<file path="src/rtl/cap_pkg.sv">
package cap_pkg;
  typedef enum logic [1:0] {
    CAP_IDLE = 2'd0,
    CAP_GAP1 = 2'd1,
    CAP_GAP2 = 2'd2
  } cap_state_t;
endpackage

</file>
<file path="src/rtl/cap_strobe_sync.sv">
module cap_strobe_sync #(
  parameter int STAGES = 2
) (
  input  logic clk,
  input  logic rst_n,
  input  logic strobe_n,
  output logic fall_pulse
);
  // sr[0..STAGES-1] synchronise, sr[STAGES] holds the previous synchronised value
  logic [STAGES:0] sr_q, sr_d;

  always_comb begin
    sr_d = {sr_q[STAGES-1:0], strobe_n};
  end

  always_ff @(posedge clk or negedge rst_n) begin
    if (!rst_n) sr_q <= '1;
    else        sr_q <= sr_d;
  end

  assign fall_pulse = sr_q[STAGES] & ~sr_q[STAGES-1];

  // an edge produces a single-cycle pulse
  a_r1_single_pulse: assert property (@(posedge clk) disable iff (!rst_n)
    fall_pulse |=> !fall_pulse);
endmodule

</file>
<file path="src/rtl/cap_tick_gen.sv">
module cap_tick_gen #(
  parameter int DIV = 16
) (
  input  logic clk,
  input  logic rst_n,
  output logic tick
);
  localparam int CW = (DIV > 1) ? $clog2(DIV) : 1;
  localparam logic [CW-1:0] LAST = CW'(DIV - 1);

  logic [CW-1:0] cnt_q, cnt_d;

  assign tick = (cnt_q == LAST);

  always_comb begin
    cnt_d = tick ? '0 : cnt_q + 1'b1;
  end

  always_ff @(posedge clk or negedge rst_n) begin
    if (!rst_n) cnt_q <= '0;
    else        cnt_q <= cnt_d;
  end

  // ticks never come back to back for a divider above one
  a_r7_tick_spacing: assert property (@(posedge clk) disable iff (!rst_n)
    tick |=> !tick);
endmodule

</file>
<file path="src/rtl/cap_marker_ctl.sv">
module cap_marker_ctl
  import cap_pkg::*;
#(
  parameter int NCH = 8
) (
  input  logic           clk,
  input  logic           rst_n,
  input  logic           cap,
  input  logic [NCH-1:0] chan,
  input  logic           rd,
  input  logic           mark_en,
  input  logic           force_clr,
  output logic [NCH-1:0] data_q,
  output logic           marker_q
);
  cap_state_t     st_q, st_d;
  logic [NCH-1:0] data_d, pend_q, pend_d;
  logic           marker_d;

  always_comb begin
    st_d     = st_q;
    data_d   = data_q;
    pend_d   = pend_q;
    marker_d = marker_q;
    if (force_clr) begin
      st_d     = CAP_IDLE;
      marker_d = 1'b0;
    end else begin
      unique case (st_q)
        CAP_IDLE: begin
          if (cap && rd) begin
            pend_d   = chan;
            marker_d = 1'b0;
            st_d     = CAP_GAP1;
          end else if (cap) begin
            data_d = chan;
            if (mark_en) marker_d = 1'b1;
          end else if (rd) begin
            marker_d = 1'b0;
          end
        end
        CAP_GAP1: begin
          if (cap) pend_d = chan;
          st_d = CAP_GAP2;
        end
        CAP_GAP2: begin
          data_d   = cap ? chan : pend_q;
          marker_d = mark_en;
          st_d     = CAP_IDLE;
        end
        default: st_d = CAP_IDLE;
      endcase
    end
  end

  always_ff @(posedge clk or negedge rst_n) begin
    if (!rst_n) begin
      st_q     <= CAP_IDLE;
      data_q   <= '0;
      pend_q   <= '0;
      marker_q <= 1'b0;
    end else begin
      st_q     <= st_d;
      data_q   <= data_d;
      pend_q   <= pend_d;
      marker_q <= marker_d;
    end
  end

  // a read without a capture leaves the marker clear
  a_r3_read_clears: assert property (@(posedge clk) disable iff (!rst_n)
    (rd && !cap && st_q == CAP_IDLE) |=> !marker_q);
  // the data register is frozen through the first gap cycle
  a_r5_data_held: assert property (@(posedge clk) disable iff (!rst_n)
    (st_q == CAP_GAP1) |=> $stable(data_q));
  // the marker stays low across both gap cycles
  a_r6_gap_low: assert property (@(posedge clk) disable iff (!rst_n)
    (st_q == CAP_GAP1 && !force_clr) |=> (st_q == CAP_GAP2 && !marker_q));
  // with no read, capture or clear, the marker holds
  a_r4_marker_hold: assert property (@(posedge clk) disable iff (!rst_n)
    (st_q == CAP_IDLE && !rd && !cap && !force_clr) |=> $stable(marker_q));
endmodule

</file>
<file path="src/rtl/cap_group_unit.sv">
module cap_group_unit #(
  parameter int NCH         = 8,
  parameter int TICK_DIV    = 16,
  parameter int SYNC_STAGES = 2
) (
  input  logic           clk,
  input  logic           rst_n,
  input  logic [NCH-1:0] chan_in,
  input  logic           cap_strobe_n,
  input  logic [2:0]     ctrl,
  input  logic           rd_data_stb,
  output logic [NCH-1:0] data_out,
  output logic           mark_status,
  output logic           irq
);
  localparam int GW = $clog2(SYNC_STAGES + 1);

  logic          ext_pulse, tick;
  logic          sel_int, sel_q;
  logic          to_ext, guard_on, cap_ok;
  logic [GW-1:0] guard_q, guard_d;

  assign sel_int = ctrl[1];

  cap_strobe_sync #(.STAGES(SYNC_STAGES)) u_sync (
    .clk(clk), .rst_n(rst_n), .strobe_n(cap_strobe_n), .fall_pulse(ext_pulse)
  );

  cap_tick_gen #(.DIV(TICK_DIV)) u_tick (
    .clk(clk), .rst_n(rst_n), .tick(tick)
  );

  assign to_ext   = sel_q & ~sel_int;
  assign guard_on = to_ext | (guard_q != '0);
  assign cap_ok   = (sel_int ? tick : ext_pulse) & ~guard_on;

  always_comb begin
    if (to_ext)             guard_d = GW'(SYNC_STAGES);
    else if (guard_q != '0) guard_d = guard_q - 1'b1;
    else                    guard_d = guard_q;
  end

  always_ff @(posedge clk or negedge rst_n) begin
    if (!rst_n) begin
      sel_q   <= 1'b0;
      guard_q <= '0;
    end else begin
      sel_q   <= sel_int;
      guard_q <= guard_d;
    end
  end

  cap_marker_ctl #(.NCH(NCH)) u_mark (
    .clk(clk), .rst_n(rst_n), .cap(cap_ok), .chan(chan_in),
    .rd(rd_data_stb), .mark_en(ctrl[0]), .force_clr(to_ext),
    .data_q(data_out), .marker_q(mark_status)
  );

  assign irq = mark_status & ctrl[2] & ~sel_int;

  // a change to the external source leaves the marker clear
  a_r8_switch_clears: assert property (@(posedge clk) disable iff (!rst_n)
    (sel_q && !sel_int) |=> !mark_status);
  // data is untouched in the cycle after the change
  a_r8_switch_drops: assert property (@(posedge clk) disable iff (!rst_n)
    (sel_q && !sel_int) |=> $stable(data_out));
endmodule

</file>
<file path="config.mk">
export PLATFORM = sky130hd
export DESIGN_NAME = cap_group_unit
export DESIGN_NICKNAME = d
export VERILOG_FILES = /design/src/rtl/cap_pkg.sv /design/src/rtl/cap_strobe_sync.sv /design/src/rtl/cap_tick_gen.sv /design/src/rtl/cap_marker_ctl.sv /design/src/rtl/cap_group_unit.sv
export SDC_FILE = /design/constraint.sdc
export NUM_CORES = 1
export LEC_CHECK = 0
export BUFFER_PORTS_ARGS = -buffer_cell sky130_fd_sc_hd__buf_2
export CAP_MARGIN = 20
export CORE_AREA = 2 2 66 68
export DETAILED_ROUTE_END_ITERATION = 12
export DIE_AREA = 0 0 68 70
export HOLD_SLACK_MARGIN = 0.12
export SLEW_MARGIN = 20
export SYNTH_ARGS = -nofsm -noshare
export SYNTH_HDL_FRONTEND = slang
export SYNTH_SLANG_ARGS = --single-unit
export TNS_END_PERCENT = 100
</file>
<file path="constraint.sdc">
create_clock -name clk -period 2.3 [get_ports clk]
set_clock_uncertainty 0.2 [all_clocks]
set_input_delay 0.23 -clock clk [delete_from_list [all_inputs] [get_ports clk]]
set_output_delay 0.23 -clock clk [all_outputs]
set_load 0.1 [all_outputs]
</file>
* Word-level counts from Yosys, hierarchy flattened
Index checks and enable logic that the tools add are counted.
** Storage, ports and cells
- Bits in registers :: 29
- Input bits :: 15
- Output and inout bits :: 10
- Word-level logic and storage cells :: 58
** Cells by class
- Equal/unequal tests :: 9
- Add/subtract/negate cells :: 2
- Reduce and logical (&&, ||, !) cells :: 10
- Bitwise operators :: 10
- Multiplexer cells :: 19
** Operators with widths (number)
- 8-bit two-way mux :: 4
- 8-bit one-hot mux with 2 select lines :: 2
- 2-bit two-way mux :: 4
- 2-bit nonzero test :: 4
- 1-bit two-way mux :: 6
- 3-bit AND reduction :: 2
- 1-bit bitwise AND :: 5
- 5-bit by 3-bit != test with 1-bit output (second input constant) :: 1
- 5-bit != test (second input constant) :: 1
- 4-bit by 1-bit adder with 4-bit output (second input constant) :: 1
- 4-bit == test (second input constant) :: 1
- 4-bit two-way mux :: 1
- 2-bit by 1-bit != test with 1-bit output (second input constant) :: 2
- 1-bit inverter :: 4
- 2-bit one-hot mux with 2 select lines :: 1
- 4-bit AND reduction :: 1
- 3-bit by 2-bit != test with 1-bit output (second input constant) :: 1
- 3-bit nonzero test :: 1
- 2-bit by 1-bit == test with 1-bit output (second input constant) :: 1
- 2-bit == test (second input constant) :: 1
- 2-bit zero test :: 1
- 2-bit != test (second input constant) :: 1
- 1-bit one-hot mux with 2 select lines :: 1
- 2-bit by 1-bit subtractor with 2-bit output (second input constant) :: 1
- 2 further kinds :: 2

* Logic depth before layout (Yosys ltp)
Gate-level depths: netlist of the first run.
- Word-level depth :: 9
- Mapped depth :: 7
- Gate-level depth less buffers :: 5

* Cells and area by module
A second synthesis of the first run with hierarchy kept.
** Unflattened totals
- Cells, all modules :: 91
- Area total of the unflattened synthesis :: 1286.2 um^2
** By module, submodules not included
- cap_marker_ctl :: seq. area each 475.5 um^2, cells each 58, instances 1, area an instance 872.1 um^2
- cap_tick_gen :: seq. area each 100.1 um^2, cells each 13, instances 1, area an instance 168.9 um^2
- cap_group_unit :: seq. area each 75.1 um^2, cells each 16, instances 1, area an instance 152.6 um^2
- cap_strobe_sync :: seq. area each 78.8 um^2, cells each 4, instances 1, area an instance 92.6 um^2

* Worst setup path after synthesis of the first run
Ideal clock, no wire load.
- Path type :: reg2out
- Start :: register u_mark.marker_q
- End :: output irq
- Data arrival time :: 2.309 ns
- Stages on the path, launching flop included :: 3
- Path slack :: -0.439 ns
- Required time :: 1.870 ns
- Cells stage by stage :: dfrtp_1 > nand2_1 > nor2_1
** Between the ends
- Word-level cells in the longest chain between the ends :: 2
** Ends and longest elaborated chain
- start, declared :: RTL line cap_marker_ctl.sv:14 : output logic marker_q
- start signal, assigned :: RTL line cap_marker_ctl.sv:66 : marker_q <= marker_d;
- 1-bit bitwise AND (2 in series) :: RTL line cap_group_unit.sv:59 : assign irq = mark_status & ctrl[2] & ~sel_int;
- end, declared :: RTL line cap_group_unit.sv:14 : output logic irq
Every way passes these cells.

* Worst setup path after layout of the first run
- Start :: input ctrl[1]
- End :: register u_mark.pend_q[3]
** Between the ends
- Word-level cells in the longest chain between the ends :: 8
- Elaborated cells on any way between the ends :: 12
- Those cells by class :: eq/ne: 1; mux: 3; bitwise: 6; reduce/logical: 2
** Ends and longest elaborated chain
- start, declared :: RTL line cap_group_unit.sv:10 : input logic [2:0] ctrl,
- 1-bit inverter :: RTL line cap_group_unit.sv:33 : assign to_ext = sel_q & ~sel_int;
- 1-bit bitwise AND :: RTL line cap_group_unit.sv:33
- 1-bit bitwise OR :: RTL line cap_group_unit.sv:34 : assign guard_on = to_ext | (guard_q != '0);
- 1-bit inverter :: RTL line cap_group_unit.sv:35 : assign cap_ok = (sel_int ? tick : ext_pulse) & ~guard_on;
- 1-bit bitwise AND :: RTL line cap_group_unit.sv:35
- 1-bit logical AND :: RTL line cap_marker_ctl.sv:31 : if (cap && rd) begin
- 2-bit by 1-bit != test with 1-bit output (no line)
- 3-bit AND reduction (no line)
- end signal, assigned :: RTL line cap_marker_ctl.sv:65 : pend_q <= pend_d;
- end, declared :: RTL line cap_marker_ctl.sv:17 : logic [NCH-1:0] data_d, pend_q, pend_d;
Parallel ways exist; a longest one is shown, timed or not.
A chain may end at the register's enable or synchronous reset.

==> results of run 1 <==
[state kept, by name, summed over array words and instances, names as in the netlist]
name and count:
guard_q 2, sel_q 1, u_mark.data_q 8, u_mark.marker_q 1, u_mark.pend_q 8, u_mark.st_q 2
u_sync.sr_q 3, u_tick.cnt_q 4
[layer usage]
metal / vias up / GRT usage, % / wire length [um] / part of all wire, %
met2: 31 / 20.06 / 1376 / 49
met3: 5 / 2.415 / 118 / 4.2
met1: 498 / 18.53 / 1279 / 45
li1: 490 / - / - / -
met5: - / 0 / 0 / 0
met4: 0 / 6.667 / 61 / 2.2
[area by class of cell]
type | count | area [sq um]
clock buffer | 7 | 96.34
clock inverter | 1 | 5.005
fill | 399 | 2386
inverter | 3 | 11.26
multi-input combinational | 72 | 588.1
sequential | 29 | 729.5
tap | 52 | 65.06
timing repair buffer | 39 | 262.8
[final timing paths]
path / from / endpoint / slack [ns]
setup / recovery: ctrl[1] / u_mark.pend_q[3] / 0.11
max in group asynchronous: rst_n / u_tick.cnt_q[1] / 1.16
setup reg to reg: u_tick.cnt_q[0] / u_mark.pend_q[3] / 0.22
hold reg to reg: u_sync.sr_q[0] / u_sync.sr_q[1] / 0.16
min in group asynchronous: rst_n / sel_q / 0.31
hold / removal: rd_data_stb / u_mark.st_q[0] / 0.13
[power by group through the flow]
| stage | combinational (mW) | sequential [mW] | clock (mW) |
|---|---|---|---|
| after floorplan | 0.270 | 1.27 | 0 |
| after global placement | 0.927 | 0.765 | 0 |
| after detailed placement | 0.937 | 0.771 | 0 |
| after CTS | 0.956 | 0.764 | 0.463 |
| after global routing | 1.01 | 0.786 | 0.481 |
| final | 0.956 | 0.763 | 0.452 |
[through the flow]
stage          std cells  hold WS [ns]  instance area [sq um]  power (mW)
6_report             203        0.1275                   1758       2.171
3_5_place_dp         183       0.08902                   1530       1.708
2_1_floorplan        110       -0.2656                   1364       1.537
5_1_grt              203        0.1237                   1758       2.280
3_3_place_gp         183       0.07501                   1530       1.692
4_1_cts              203        0.1237                   1752       2.183
[logic make-up (layout without fill, tap and decap cells)]
| logic type | after synthesis | after routing |
|---|---|---|
| compound gates | 35 | 35 |
| flops | 29 | 29 |
| simple gates | 25 | 25 |
| buf+inv | 9 | 50 |
| mux | 8 | 8 |
| fa+ha+maj | 2 | 2 |
| xor+xnor | 2 | 2 |
[cell usage after synthesis, types with 2 or more instances]
cell	instances	share of area, %
a21oi_1	2	0.74
inv_1	3	0.83
dfrtp_1	26	48
mux2_4	8	8.9
nand3_1	9	3.3
dfstp_2	3	5.8
nor2_1	4	1.1
a31oi_1	9	4.2
o21ai_0	8	3.0
buf_2	3	1.1
buf_6	2	1.7
o21ai_1	3	1.1
nor2b_1	3	1.4
ha_1	2	1.8
a211oi_1	8	4.4
xor2_1	2	1.3
[critical path: cells and delay by family]
| family | cells | cell delay (ns) |
|---|---|---|
| AOI/OAI and AO/OA | 2 | 0.51 |
| muxes | 1 | 0.35 |
| buffers and inverters | 2 | 0.69 |
| and+or+nand+nor | 1 | 0.35 |
[timing repair]
item / 4_1_cts / 5_1_grt
gates resized for setup: 0 / 1
endpoints found under the setup margin: 0 / 8
hold buffers: 12 / 0
hold endpoints to repair: 45 / 0
==> summary.md, run 1 <==
| Metric | Value |
|---|---|
| Initial antenna violation count | `0` |
| Layout cell share with drive strength beyond 1 | `34.44%` |
| DR WL/cell | `13.97 um` |
| Hold depth | `2` |
| Cells after Synth | `110` |
| Critical path required time | `2.26 ns` |
| Final GP Congestion | `0.7530` |
| Crit start category | `input port` |
| Adder-cell share of the synthesized area | `1.845%` |
| Seq cells post-synth | `29` |
| Worst reg-to-reg path cell count | `5` |
| RSZ-0062 raised after global routing | `no` |
| 1st-iter DRT viols | `38` |
| Register area share after synthesis | `53.78%` |
| H-Tree Depth | `2` |
| Core box area | `4144 sq um` |
| Sw Share | `45.40%` |
| Total GRT Usage | `13.45%` |
| Final setup vio count | `0` |
| DP Worst Slack | `0.1674 ns` |
| MaxCap Viol Count | `0` |
| Post-route DRC | `0` |
| Syn Area/Cell | `12.33 sq um` |
| Setup bufs post-CTS | `0` |
| Hold WC Path Type | `in -> reg` |
| Post-DP HPWL | `1995 um` |
| Clk_lat worst skew | `0.27 ns` |
| Fin util | `42.42%` |
| Synth warn | `0` |
| Period minus WS final | `2.187 ns` |
| Internal | `1.185 mW` |
| Clock-pin slew on the worst setup and hold paths | `0.06 ns` |
| Critical path class | `in -> reg` |
| Post-synth EDFFs | `0` |
| TritonCTS buffer count | `5` |
| Crit-path max FO | `20` |
| Crit end category | `flip-flop` |
| Commonest non-fill, non-tap cells in the layout | `dfrtp_1 (26), buf_2 (24), dlygate4sd3_1 (12), a31oi_1 (9), nand3_1 (9)` |
| Final Max Tran Viols | `0` |
| Final Hold Fails | `0` |
| Flop pwr share | `35.1%` |
| Setup TNS | `0 ns` |
| Number of global-route vias before repair | `1035` |
| Mux cell area share after synthesis | `8.856%` |
| First-pass GRT wire length | `4905 um` |
| Mapped Area | `1356 sq um` |
| Ys flop type | `dfrtp_1` |
| CP max stage cell | `dlygate4sd3_1` |
| Total vias in the final route | `1024` |
| Layout overhead on the synthesized area | `29.61%` |
| Net count after synthesis | `127` |
| Min setup slack post-route | `0.1134 ns` |
| Synth cell types | `31` |
| Xor-xnor portion of the synthesized cell area | `1.292%` |
| Final WL | `2835 um` |
| Clock root cell | `clkbuf_8` |
| Die X | `68 um` |
| ANT nets after route | `0` |
| Leakage | `0.8136 nW` |
| Compound-Gate Fraction of Synth Area | `17.53%` |
| Starting Density | `32.73%` |
| FFs w/ async S/R, synth | `100.0%` |
| Outcome | `finished, final reports clean` |
| Switching Power | `985.3 uW` |
| Die ar. | `4760 sq um` |
| Vias per cell | `5.044` |
| Height of the die | `70 um` |
| Clock power share | `20.8%` |
| Length of the first detailed-routing pass in iterations | `5` |
| Diodes inserted | `0` |
| Input/output buffers | `24` |
| Combinational family with the most area after synthesis | `compound AO/OA/AOI/OAI gates` |
| Worst Path Arrival | `2.15 ns` |
| Period utilization | `95.07%` |
| Fmax | `0.4573 GHz` |
| Clk buf depth | `2` |
| CTS sink count | `29` |
| CTS tree | `done` |
| Most common cell after layout, fill and taps aside | `dfrtp_1` |
| Worst-path cell chain | `dlygate4sd3_1 -> buf_2 -> nor4b_2 -> o21a_4 -> o211ai_4 -> mux2_4` |
| Comb pwr share | `44.0%` |
| Top Ports | `25` |
| Slowest stage delay, CP | `0.53 ns` |
| Pin count of the biggest net entering global routing | `30` |
| Pwr per Cell Area | `1235 nW/um^2` |
| Fin nets | `167` |
| Maximum vdd ir drop | `0.4740 mV` |
| Relative slew slack | `57.18%` |
| Post-Synth Simple-Gate Area | `12.82%` |
| Worst-Margin Slew | `0.6423 ns` |
| Num rows | `24` |
| GR Overflow Total | `0` |
No activity file was read; power rests on OpenSTA's default activity.
==> run 2, diff against run 1 <==
==> constraint.sdc (replaced) <==
create_clock -name clk -period 2.3 [get_ports clk]
set_clock_uncertainty 0.2 [all_clocks]
set_input_delay 0 -clock clk [delete_from_list [all_inputs] [get_ports clk]]
set_output_delay 0 -clock clk [all_outputs]
set_load 0.1 [all_outputs]
==> run 2 against run 1 <==
  * Global-route usage up 1.4 points
  * Sequential power down 1%
  * Fmax up 8.7%
  * Worst setup slack better by 0.17 ns
  * Core utilization up 0.69 points
  * Largest cell class unchanged
  * Highest routed layer unchanged
  * Clock power down 9.7%
  * Sequential share of layout area down 0.67 points
==> summary.md, run 2 (synthesis results as in run 1) <==
| Metric | Value |
|---|---|
| DR WL/cell | `14.51 um` |
| MaxCap Viol Count | `0` |
| Starting Density | `32.73%` |
| Worst-Margin Slew | `0.5926 ns` |
| Critical path required time | `2.27 ns` |
| Clk_lat worst skew | `0.29 ns` |
| Setup bufs post-CTS | `0` |
| CTS sink count | `29` |
| Layout overhead on the synthesized area | `31.73%` |
| Leakage | `0.8307 nW` |
| Final Hold Fails | `0` |
| Placed insts | `185` |
| Length of the first detailed-routing pass in iterations | `4` |
| Worst reg-to-reg path cell count | `5` |
| Critical path class | `reg -> reg` |
| Sequential cell area | `729.5 sq um` |
| Input/output buffers | `24` |
| Core box area | `4144 sq um` |
| Critical Path Stages | `5` |
| DP Worst Slack | `0.3145 ns` |
| Outcome | `finished, final reports clean` |
| Worst Path Arrival | `1.98 ns` |
| Total vias in the final route | `1041` |
| Fin cells | `208` |
| Final setup vio count | `0` |
| Num rows | `24` |
| Pwr per Cell Area | `1196 nW/um^2` |
| Die X | `68 um` |
| Crit path to | `u_mark.pend_q[3]` |
| Post-CTS sizing | `0` |
| Worst hold margin | `0.1552 ns` |
| GR Overflow Total | `0` |
| Tot Pwr | `2.136 mW` |
| Setup TNS | `0 ns` |
| FF-to-FF setup slack | `0.29 ns` |
| H-Tree Depth | `2` |
| Fill count | `401` |
| Hold-fix buffers, CTS | `15` |
| Maximum vdd ir drop | `0.4683 mV` |
| CP Launch Point | `u_tick.cnt_q[0]` |
| Vias per cell | `5.005` |
| Clock-pin slew on the worst setup and hold paths | `0.06 ns` |
| Fmax | `0.4970 GHz` |
| Hold WC Path Type | `in -> reg` |
| Post-route DRC | `0` |
| Period utilization | `87.49%` |
| CTS tree | `done` |
| Biggest regs | `u_mark.data_q: 8 flops, u_mark.pend_q: 8 flops, u_tick.cnt_q: 4 flops` |
| Crit end category | `flip-flop` |
| Height of the die | `70 um` |
| RSZ-0062 raised after global routing | `no` |
| Clk buf depth | `2` |
| Layout cell share with drive strength beyond 1 | `35.26%` |
| Die ar. | `4760 sq um` |
| CP max stage cell | `dfrtp_1` |
| Post-DP HPWL | `2032 um` |
| Relative slew slack | `60.41%` |
| Period minus WS final | `2.012 ns` |
| Critical path's top delay family | `compound AO/OA/AOI/OAI gates` |
| Clock root cell | `clkbuf_8` |
| Buf/Inv on CP | `0` |
| Commonest non-fill, non-tap cells in the layout | `dfrtp_1 (26), buf_2 (24), dlygate4sd3_1 (14), a31oi_1 (9), nand3_1 (9)` |
| Total GRT Usage | `14.86%` |
| Pin count of the biggest net entering global routing | `27` |
| Final WL | `3019 um` |
| Worst-path cell chain | `ha_1 -> and4_1 -> o21a_2 -> o211ai_4 -> mux2_4` |
| First-pass GRT wire length | `5188 um` |
| Most common cell after layout, fill and taps aside | `dfrtp_1` |
| Slowest stage delay, CP | `0.41 ns` |
| Multi-input gate area | `576.8 sq um` |
| 1st-iter DRT viols | `40` |
| TritonCTS buffer count | `5` |
| Final Max Tran Viols | `0` |
| Diodes inserted | `0` |
| ANT nets after route | `0` |
| Crit start category | `flip-flop` |
| Top Ports | `25` |
| Final GP Congestion | `0.7047` |
| Crit-path max FO | `8` |
| Number of global-route vias before repair | `1094` |
| Fin nets | `172` |
| Initial antenna violation count | `0` |
| Reg-to-reg startpoint | `u_tick.cnt_q[0]` |
| Min setup slack post-route | `0.2878 ns` |
| R2R Path End | `u_mark.pend_q[3]` |
## run 2: cell count changes in the layout (fill, tap and decap cells not counted), sizes merged
cell	change
buf	+3
clkbuf	-2
clkinv	+1
clkinvlp	+1
dlygate4sd3	+2
## run 2: layout make-up
cell class	instances	area share (%)
Multi-Input combinational cell	72	32.28
Timing Repair Buffer	44	17.79
Tap cell	52	3.641
Sequential cell	29	40.83
Clock buffer	5	3.852
Clock inverter	3	0.9804
Inverter	3	0.6303
## run 2: power breakdown
| part | internal [mW] | switching [mW] |
|---|---|---|
| clock | 0.208 | 0.200 |
| sequential | 0.668 | 0.0874 |
| combinational | 0.255 | 0.718 |
## run 2: worst min-delay path by stage
stage / from / endpoint / slack [ns] / depth (start not counted)
final: cap_strobe_n / u_sync.sr_q[0] / 0.16 / 2
after global routing: cap_strobe_n / u_sync.sr_q[0] / 0.16 / 2
after CTS: cap_strobe_n / u_sync.sr_q[0] / 0.14 / 2
after detailed placement: rst_n / u_mark.data_q[4] / -0.13 / 1
after global placement: rst_n / u_mark.data_q[4] / -0.15 / 1
after floorplan: rst_n / guard_q[0] / -0.50 / 0
## run 2: stage by stage
step / cell area (sq um) / utilization, %
floorplan: 1359 / -
global placement: 1540 / 37.17
detailed placement: 1540 / 37.17
CTS: 1787 / 43.12
global route: 1787 / 43.12
finish: 1787 / 43.12
## run 2: per-layer routing
metal  vias to the layer above  wire [um]  part of all wire (%)  global-route usage [%]
li1                        500          -                     -                       -
met5                         -          0                     0                       0
met4                         0         77                   2.6                   8.889
met1                       515       1310                    43                   18.62
met2                        21       1545                    51                   22.55
met3                         5         85                   2.8                   3.865
==> run 3, diff against run 2 <==
Settings changed: CTS_BUF_LIST set to sky130_fd_sc_hd__clkbuf_8 sky130_fd_sc_hd__clkbuf_16, PLACE_DENSITY_LB_ADDON set to 0.2.
==> run 3 against run 2 <==
  * Non-clock buffer count is the same
  * First-iteration DRC count down 20%
  * Total power up 2.0%
  * Worst setup slack improved by 0.021 ns
  * Flip-flop and latch count unchanged
  * Routed wire length is 2.6% lower
  * Core utilization grew 0.36 points
  * Clock-buffer cell count increased by 2
  * Die area unchanged
  * Cell count is the same
  * Sequential power decreased by 0.8%
  * Critical path depth stayed put
  * Largest power group unchanged
==> summary.md, run 3 (synthesis results as in run 1) <==
| Metric | Value |
|---|---|
| Top Ports | `25` |
| ANT nets after route | `0` |
| Post-DP HPWL | `1994 um` |
| Input/output buffers | `24` |
| Hold WC Path Type | `reg -> reg` |
| Period utilization | `86.55%` |
| Multi-input gate area | `576.8 sq um` |
| Commonest non-fill, non-tap cells in the layout | `dfrtp_1 (26), buf_2 (24), dlygate4sd3_1 (14), a31oi_1 (9), nand3_1 (9)` |
| Fmax | `0.5023 GHz` |
| Critical path required time | `2.27 ns` |
| Clock root cell | `clkbuf_8` |
| Fin util | `43.48%` |
| Buf/Inv on CP | `0` |
| Sequential cell area | `729.5 sq um` |
| Placed inst area | `1540 sq um` |
| Maximum vdd ir drop | `0.3432 mV` |
| GR Overflow Total | `0` |
| Die X | `68 um` |
| Starting Density | `32.73%` |
| Length of the first detailed-routing pass in iterations | `4` |
| Setup TNS | `0 ns` |
| Switching Power | `986.8 uW` |
| Flop pwr share | `34.4%` |
| First-pass GRT wire length | `5085 um` |
| Layout cell share with drive strength beyond 1 | `35.26%` |
| Final Hold Fails | `0` |
| Post-CTS sizing | `0` |
| Core box area | `4144 sq um` |
| Crit end category | `flip-flop` |
| Critical path's top delay family | `compound AO/OA/AOI/OAI gates` |
| Total GRT Usage | `14.67%` |
| CTS tree | `done` |
| Min setup slack post-route | `0.3093 ns` |
| Outcome | `finished, final reports clean` |
| Most common cell after layout, fill and taps aside | `dfrtp_1` |
| TritonCTS buffer count | `5` |
| Total vias in the final route | `1029` |
| Diodes inserted | `0` |
| Post-route DRC | `0` |
| CTS sink count | `29` |
| Crit-path max FO | `8` |
| Final GP Congestion | `0.7452` |
| Die ar. | `4760 sq um` |
| DP Worst Slack | `0.3128 ns` |
| Fill count | `411` |
| Number of global-route vias before repair | `1038` |
| Crit start category | `flip-flop` |
| Final instance area | `1802 sq um` |
| CP max stage cell | `dfrtp_1` |
| Num rows | `24` |
| Clk_lat worst skew | `0.28 ns` |
| Pwr per Cell Area | `1209 nW/um^2` |
| Worst-path cell chain | `ha_1 -> and4_1 -> o21a_2 -> o211ai_4 -> mux2_4` |
| Clock-pin slew on the worst setup and hold paths | `0.06 ns` |
| H-Tree Depth | `2` |
| DR WL/cell | `14.13 um` |
| Sw Share | `45.29%` |
| RSZ-0062 raised after global routing | `no` |
| Period minus WS final | `1.991 ns` |
| Final Max Tran Viols | `0` |
| Worst-Margin Slew | `0.5746 ns` |
| Relative slew slack | `61.61%` |
| Worst Path Arrival | `1.96 ns` |
| Biggest regs | `u_mark.data_q: 8 flops, u_mark.pend_q: 8 flops, u_tick.cnt_q: 4 flops` |
| Final WL | `2939 um` |
| Setup bufs post-CTS | `0` |
| Leakage | `0.8410 nW` |
| Slowest stage delay, CP | `0.41 ns` |
| 1st-iter DRT viols | `32` |
| Tot Pwr | `2.179 mW` |
| Internal | `1.192 mW` |
| Comb pwr share | `44.3%` |
| Critical path class | `reg -> reg` |
| Clock power share | `21.3%` |
| Layout overhead on the synthesized area | `32.84%` |
| Height of the die | `70 um` |
| Pin count of the biggest net entering global routing | `27` |
| Final setup vio count | `0` |
| Vias per cell | `4.947` |
| Clk buf depth | `2` |
| Initial antenna violation count | `0` |
| Fin nets | `172` |
| MaxCap Viol Count | `0` |
-- run 3: worst paths after layout --
kind / from / end / slack (ns) / cells after the start
max in group asynchronous: rst_n / sel_q / 1.15 / 4
min in group asynchronous: rst_n / u_sync.sr_q[2] / 0.59 / 3
worst max-delay path: u_tick.cnt_q[0] / u_mark.pend_q[3] / 0.31 / 5
worst max register to register: u_tick.cnt_q[0] / u_mark.pend_q[3] / 0.31 / 5
worst min register to register: u_sync.sr_q[0] / u_sync.sr_q[1] / 0.16 / 0
worst min-delay path: u_sync.sr_q[0] / u_sync.sr_q[1] / 0.16 / 0
-- run 3: what timing repair did --
action	4_1_cts	5_1_grt
hold endpoints to repair	51	0
endpoints found under the setup margin	0	0
hold buffers	15	0
-- run 3: area by class of cell --
| class | instances | area share [%] |
|---|---|---|
| sequential | 29 | 40.49 |
| multi-input combinational | 72 | 32.01 |
| timing repair buffer | 44 | 17.64 |
| clock buffer | 7 | 5.347 |
| tap | 52 | 3.611 |
| inverter | 3 | 0.6250 |
| clock inverter | 1 | 0.2778 |
-- run 3: power by group through the flow --
stage,clock [mW],combinational [mW],sequential [mW]
after global placement,0,0.936,0.756
final,0.464,0.965,0.749
after detailed placement,0,0.952,0.754
after CTS,0.478,0.974,0.750
after floorplan,0,0.270,1.27
after global routing,0.503,1.02,0.774
-- run 3: per-layer routing --
metal  global-route usage (%)  vias up  part of all wire (%)
li1                         -      499                     -
met1                    21.18      502                    47
met2                    19.96       24                    46
met3                    4.348        4                   5.4
met4                    6.667        0                   1.6
met5                        0        -                     0
-- run 3: stage by stage --
step / hold WS, ns / cells
finish: 0.1555 / 208
global route: 0.1642 / 208
CTS: 0.1560 / 208
detailed placement: -0.1303 / 185
global placement: -0.1343 / 185
floorplan: -0.4956 / 110
-- run 3: worst reg2reg max path: stages (launching register included) --
cell      delay (ns)
dfrtp_1         0.41
ha_1            0.25
and4_1          0.20
o21a_2          0.27
o211ai_4        0.21
mux2_4          0.34
